### src/rtl/regif_pkg.sv
package regif_pkg;

    localparam int unsigned REGIF_ADDR_W = 2;

    typedef enum logic [REGIF_ADDR_W-1:0] {
        SEL_DAT = 2'd0,
        SEL_CTL = 2'd1,
        SEL_STS = 2'd2,
        SEL_IEN = 2'd3
    } regif_sel_e;

endpackage

### src/rtl/regif_sync.sv
module regif_sync #(
    parameter int unsigned WIDTH   = 1,
    parameter int unsigned STAGES  = 2,
    parameter logic [WIDTH-1:0] RST_VAL = '0
) (
    input  logic             clk,
    input  logic             rst_n,
    input  logic [WIDTH-1:0] d,
    output logic [WIDTH-1:0] q
);
    logic [WIDTH-1:0] stage_d [STAGES];
    logic [WIDTH-1:0] stage_q [STAGES];

    always_comb begin
        stage_d[0] = d;
        for (int i = 1; i < STAGES; i++) begin
            stage_d[i] = stage_q[i-1];
        end
    end

    for (genvar g = 0; g < STAGES; g++) begin : g_stage
        always_ff @(posedge clk or negedge rst_n) begin
            if (!rst_n) begin
                stage_q[g] <= RST_VAL;
            end else begin
                stage_q[g] <= stage_d[g];
            end
        end
    end

    assign q = stage_q[STAGES-1];
endmodule

### src/rtl/regif_regs.sv
module regif_regs
    import regif_pkg::*;
#(
    parameter int unsigned DATA_W = 8
) (
    input  logic                    clk,
    input  logic                    rst_n,
    input  logic                    commit_wr,
    input  logic                    commit_rd,
    input  logic [REGIF_ADDR_W-1:0] commit_addr,
    input  logic [DATA_W-1:0]       commit_data,
    input  logic [DATA_W-1:0]       event_i,
    output logic [DATA_W-1:0]       dat_q,
    output logic [DATA_W-1:0]       ctl_q,
    output logic [DATA_W-1:0]       sts_q,
    output logic [DATA_W-1:0]       ien_q
);
    typedef struct packed {
        logic [DATA_W-1:0] dat;
        logic [DATA_W-1:0] ctl;
        logic [DATA_W-1:0] sts;
        logic [DATA_W-1:0] ien;
    } regs_t;

    regs_t r_d, r_q;

    always_comb begin
        r_d = r_q;
        if (commit_wr) begin
            unique case (regif_sel_e'(commit_addr))
                SEL_DAT: r_d.dat = commit_data;
                SEL_CTL: r_d.ctl = commit_data;
                SEL_STS: r_d.sts = r_q.sts;
                SEL_IEN: r_d.ien = commit_data;
                default: r_d = r_q;
            endcase
        end
        if (commit_rd && regif_sel_e'(commit_addr) == SEL_STS) begin
            r_d.sts = '0;
        end
        // a fresh event beats a clear on the same edge
        r_d.sts = r_d.sts | event_i;
    end

    always_ff @(posedge clk or negedge rst_n) begin
        if (!rst_n) begin
            r_q <= '0;
        end else begin
            r_q <= r_d;
        end
    end

    assign dat_q = r_q.dat;
    assign ctl_q = r_q.ctl;
    assign sts_q = r_q.sts;
    assign ien_q = r_q.ien;
endmodule

### src/rtl/bus6502_regif.sv
module bus6502_regif
    import regif_pkg::*;
#(
    parameter int unsigned DATA_W      = 8,
    parameter int unsigned SYNC_STAGES = 2
) (
    input  logic                    clk,
    input  logic                    rst_n,
    input  logic                    phi2_i,
    input  logic                    rw_i,
    input  logic                    cs_n_i,
    input  logic [REGIF_ADDR_W-1:0] addr_i,
    input  logic [DATA_W-1:0]       data_i,
    input  logic [DATA_W-1:0]       event_i,
    output logic [DATA_W-1:0]       data_o,
    output logic                    data_oe_o,
    output logic                    irq_n_o,
    output logic                    rd_n_o,
    output logic                    wr_n_o
);
    localparam int unsigned CTRL_W = 3;
    localparam int unsigned PAY_W  = REGIF_ADDR_W + DATA_W;

    typedef struct packed {
        logic                    phi2_prev;
        logic                    rw;
        logic                    cs;
        logic [REGIF_ADDR_W-1:0] addr;
        logic [DATA_W-1:0]       data;
    } hold_t;

    logic [CTRL_W-1:0] ctrl_s;
    logic [PAY_W-1:0]  pay_s;
    logic              phi2_s, rw_s, cs_s;
    logic [REGIF_ADDR_W-1:0] addr_s;
    logic [DATA_W-1:0]       wdata_s;

    // phi2, R/W and select: metastability synchronizers
    regif_sync #(
        .WIDTH(CTRL_W), .STAGES(SYNC_STAGES), .RST_VAL(3'b011)
    ) u_sync_ctrl (
        .clk(clk), .rst_n(rst_n),
        .d({phi2_i, rw_i, cs_n_i}), .q(ctrl_s)
    );

    // address and data: delay matched to the control path
    regif_sync #(
        .WIDTH(PAY_W), .STAGES(SYNC_STAGES), .RST_VAL('0)
    ) u_sync_pay (
        .clk(clk), .rst_n(rst_n),
        .d({addr_i, data_i}), .q(pay_s)
    );

    assign phi2_s  = ctrl_s[2];
    assign rw_s    = ctrl_s[1];
    assign cs_s    = ~ctrl_s[0];
    assign addr_s  = pay_s[PAY_W-1 -: REGIF_ADDR_W];
    assign wdata_s = pay_s[DATA_W-1:0];

    hold_t h_d, h_q;
    logic  fall, commit_wr, commit_rd, read_sel;
    logic [DATA_W-1:0] dat_q, ctl_q, sts_q, ien_q;
    logic [DATA_W-1:0] rd_mux;

    always_comb begin
        h_d           = h_q;
        h_d.phi2_prev = phi2_s;
        if (phi2_s) begin
            h_d.rw   = rw_s;
            h_d.cs   = cs_s;
            h_d.addr = addr_s;
            h_d.data = wdata_s;
        end
    end

    always_ff @(posedge clk or negedge rst_n) begin
        if (!rst_n) begin
            h_q <= '{phi2_prev: 1'b0, rw: 1'b1, cs: 1'b0, addr: '0, data: '0};
        end else begin
            h_q <= h_d;
        end
    end

    assign fall      = h_q.phi2_prev & ~phi2_s;
    assign commit_wr = fall & h_q.cs & ~h_q.rw;
    assign commit_rd = fall & h_q.cs &  h_q.rw;

    regif_regs #(.DATA_W(DATA_W)) u_regs (
        .clk(clk), .rst_n(rst_n),
        .commit_wr(commit_wr), .commit_rd(commit_rd),
        .commit_addr(h_q.addr), .commit_data(h_q.data),
        .event_i(event_i),
        .dat_q(dat_q), .ctl_q(ctl_q), .sts_q(sts_q), .ien_q(ien_q)
    );

    always_comb begin
        unique case (regif_sel_e'(addr_s))
            SEL_DAT: rd_mux = dat_q;
            SEL_CTL: rd_mux = ctl_q;
            SEL_STS: rd_mux = sts_q;
            SEL_IEN: rd_mux = ien_q;
            default: rd_mux = '0;
        endcase
    end

    assign read_sel  = phi2_s & cs_s & rw_s;
    assign data_oe_o = read_sel;
    assign data_o    = read_sel ? rd_mux : '0;
    assign rd_n_o    = ~read_sel;
    assign wr_n_o    = ~(phi2_s & cs_s & ~rw_s);
    assign irq_n_o   = ~|(sts_q & ien_q);
endmodule

### config.mk
export PLATFORM = sky130hd
export DESIGN_NAME = bus6502_regif
export DESIGN_NICKNAME = d
export VERILOG_FILES = /design/src/rtl/regif_pkg.sv /design/src/rtl/regif_sync.sv /design/src/rtl/regif_regs.sv /design/src/rtl/bus6502_regif.sv
export SDC_FILE = /design/constraint.sdc
export NUM_CORES = 1
export LEC_CHECK = 0
export ABC_CLOCK_PERIOD_IN_PS = 2300
export BUFFER_PORTS_ARGS = -buffer_cell sky130_fd_sc_hd__buf_2
export CAP_MARGIN = 10
export CELL_PAD_IN_SITES_DETAIL_PLACEMENT = 1
export CELL_PAD_IN_SITES_GLOBAL_PLACEMENT = 2
export CORE_ASPECT_RATIO = 0.8
export CORE_MARGIN = 3
export CORE_UTILIZATION = 41
export CTS_CLUSTER_DIAMETER = 200
export CTS_CLUSTER_SIZE = 40
export DETAILED_ROUTE_END_ITERATION = 12
export GPL_TIMING_DRIVEN = 0
export PLACE_DENSITY_LB_ADDON = 0.1
export SYNTH_ARGS = -nofsm -noshare
export SYNTH_HDL_FRONTEND = slang
export SYNTH_HIERARCHICAL = 1
export SYNTH_SLANG_ARGS = --single-unit
### constraint.sdc
create_clock -name clk -period 2.3 [get_ports clk]
set_input_delay 0.69 -clock clk [delete_from_list [all_inputs] [get_ports clk]]
set_output_delay 0.69 -clock clk [all_outputs]
set_load 0.02 [all_outputs]
==> impl_metrics.tcl <==
set metrics [dict create \
    fin_crit_sh_pct 97.3 \
    dpl_worst_slack_ps 19.7 \
    final.setup_skew_ps 5.30 \
    critPathLaunch "u_sync_ctrl/q[1]" \
    clk_pin_slew_worst_paths_ps 70 \
    grt_overflow 0 \
    grt_pass1_vias 1757 \
    cts_tree "done" \
    cts_root_buf "clkbuf_8" \
    critPathRequiredTime_ps 1610 \
    dp_hpwl_mm 3.71 \
    vias_per_cell 5.14 \
    min_path_type "reg -> reg" \
    die_x_um 96.2 \
    io_pins 35 \
    worst_slack_ps 62.5 \
    cellLeakagePower_nw 1.50 \
    worst_pin_slew_ps 872 \
    dr.pass1.iters 4 \
    yosys_register_bits 71 \
    cts_sinks 71 \
    grt_pass1_wl_mm 9.09 \
    worst-endpoint-arrival_ps 1550 \
    yosys_warnings 6 \
    grt_antenna_before_repair 0 \
    crit_type "reg -> out" \
    slew_violations 0 \
    irDropWorstVdd_mv 0.475 \
    drc_errors 0 \
    avgSynthCellArea_um2 16.4 \
    cp_max_fo 8 \
    maxSlewHeadroom_pct 41.9 \
    drv_cap 0 \
    hold_viol_final 0 \
    initial_core_util_pct 43.8 \
    grt_setup_unrepaired "true" \
    dieArea_mm2 0.00752 \
    worstHoldStart "u_sync_ctrl/stage_d[2]" \
    synth_cells 163 \
    core_mm2 0.00610 \
    n_antenna_cell 0 \
    fmax_mhz 447 \
    place.gp.congestion 0.745 \
    num_vias 1552 \
    reg2reg_slack_ps 220 \
    setup_violations 0 \
    port_buffers 34 \
    drive_gt1_share_pct 50.7 \
    cts_made_buffers 9 \
    cts.path.max_buffers 2 \
    cpMaxStageDelayCell "dfstp_2" \
    routed_wl_mm 5.47 \
    status "complete, no violations" \
    r2r_start "u_sync_ctrl/q[2]" \
    worstSetupEndpointType "output port" \
    fin_crit_ps 2240 \
    ant_nets 0 \
    area_growth_pct 22.4 \
    max_stage_delay_ps 560 \
    cp_cell_sequence "nand4b_4 -> o22ai_1 -> buf_2" \
    cts_max_level 3 \
    syn_nets 186 \
    syn-cell-area_mm2 0.00267 \
    core.rowCount 25 \
    drtIter0Drc 32 \
    fp.dieH_um 78.2 \
    worstSetupStartpointType "flip-flop" \
    clk_latency_ps 330 \
    finalSetupTns_ps 0 \
    synth_cell_types 24 \
    fin_nets 239 \
    yosysSeqAreaShare_pct 66.8 \
    powerDensity_mw_per_mm2 876 \
    fillers 589 \
    grt_max_degree 72 \
    wire_per_inst_um 18.1 \
    grtUsageTotal_pct 16.6 \
]
-- layout make-up --
cell class              count  area (µm²)  area share (%)
inverters                   1        3.75           0.115
plain buffers               5        68.8            2.11
clock inverters             5        57.6            1.76
clock buffers              11         141            4.33
flip-flops and latches     71        1780            54.6
multi-input cells          86         863            26.4
well taps                  81         101            3.10
repair buffers             42         248            7.58
-- report_power, final --
| part | internal, mW | total (mW) | switching [mW] |
|---|---|---|---|
| clock | 0.528 | 0.965 | 0.437 |
| sequential | 1.41 | 1.52 | 0.109 |
| combinational | 0.210 | 0.373 | 0.163 |
| total | 2.15 | 2.86 | 0.710 |
-- registers in the layout (all words and copies together) (netlist names) --
| signal | flops |
|---|---|
| u_regs/sts_q | 8 |
| h_q | 13 |
| u_sync_pay/q | 10 |
| u_sync_pay/stage_d | 10 |
| u_regs/ctl_q | 8 |
| u_regs/ien_q | 8 |
| u_sync_ctrl/stage_d | 3 |
| u_sync_ctrl/q | 3 |
| u_regs/dat_q | 8 |
-- placed cells by master (no fill, tap or decap), drive strengths merged, types with 2 or more instances in the layout --
cell type,count
mux2,35
dfstp,5
a22oi,4
a21o,9
clkinvlp,3
clkbuf,11
buf,47
nor3b,2
nand3b,2
mux2i,16
dfrtp,66
o22ai,8
nand2,2
-- synth_stat cells --
cell	number	area share, %
a21o_1	9	2.5
a22oi_1	4	1.1
and2_1	1	0.23
and2b_1	1	0.28
and4_1	1	0.33
buf_12	1	0.75
buf_2	1	0.19
buf_6	3	1.3
dfrtp_1	66	62
dfstp_2	5	4.9
inv_1	1	0.14
mux2_2	35	15
mux2i_1	16	6.0
nand2_1	2	0.28
nand2b_1	1	0.23
nand3_2	1	0.37
nand3b_1	1	0.28
nand3b_2	1	0.42
nand4b_2	1	0.56
nand4bb_1	1	0.42
nor3_1	1	0.19
nor3b_1	1	0.28
nor3b_4	1	0.70
o22ai_1	8	1.9
-- metrics by stage --
step | util [%] | area (µm²) | power, mW | hold slack [ps] | instances
3_5_place_dp | 48.3 | 2940 | 1.89 | 337 | 278
2_1_floorplan | - | 2670 | 1.75 | 331 | 163
6_report | 53.6 | 3270 | 2.86 | 351 | 302
4_1_cts | 52.3 | 3190 | 2.88 | 354 | 297
5_1_grt | 53.6 | 3270 | 3.03 | 358 | 302
3_3_place_gp | 48.2 | 2940 | 1.85 | 332 | 278
-- repair_timing --
| item | 4_1_cts | 5_1_grt |
|---|---|---|
| pin swaps | 1 | 1 |
| hold endpoints to repair | 0 | 0 |
| endpoints found under the setup margin | 11 | 8 |
| setup buffers | 3 | 5 |
| hold buffers | 0 | 0 |
| resized for setup | 5 | 10 |
-- worst max-delay path: cells and delay by family, from the launching register on --
family | cells | cell delay, ps
buffers and inverters | 1 | 190
AND/OR/NAND/NOR | 1 | 220
flip-flops | 1 | 560
AO/OA/AOI/OAI | 1 | 240
-- worst paths after layout --
path / end / depth (start not counted)
min in group asynchronous: u_sync_pay/stage_d[3] / 1
setup reg to reg: u_regs/dat_q[1] / 6
hold / removal: u_sync_ctrl/q[2] / 0
setup / recovery: data_o[2] / 3
hold reg to reg: u_sync_ctrl/q[2] / 0
max in group asynchronous: u_regs/ctl_q[2] / 1
-- per-layer routing --
metal,vias up,track usage (%),wire length [µm]
met5,-,0,0
met4,0,4.26,53
met3,4,6.90,242
met2,29,27.2,2810
met1,820,20.3,2360
li1,699,-,-
-- kinds of logic after synthesis --
kind of cell | Yosys count | share of synthesized area (%)
buf+inv | 6 | 2.34
flops | 71 | 66.8
mux | 51 | 20.8
simple gates | 14 | 4.59
compound gates | 21 | 5.53
No activity file was read; power rests on OpenSTA's default activity.
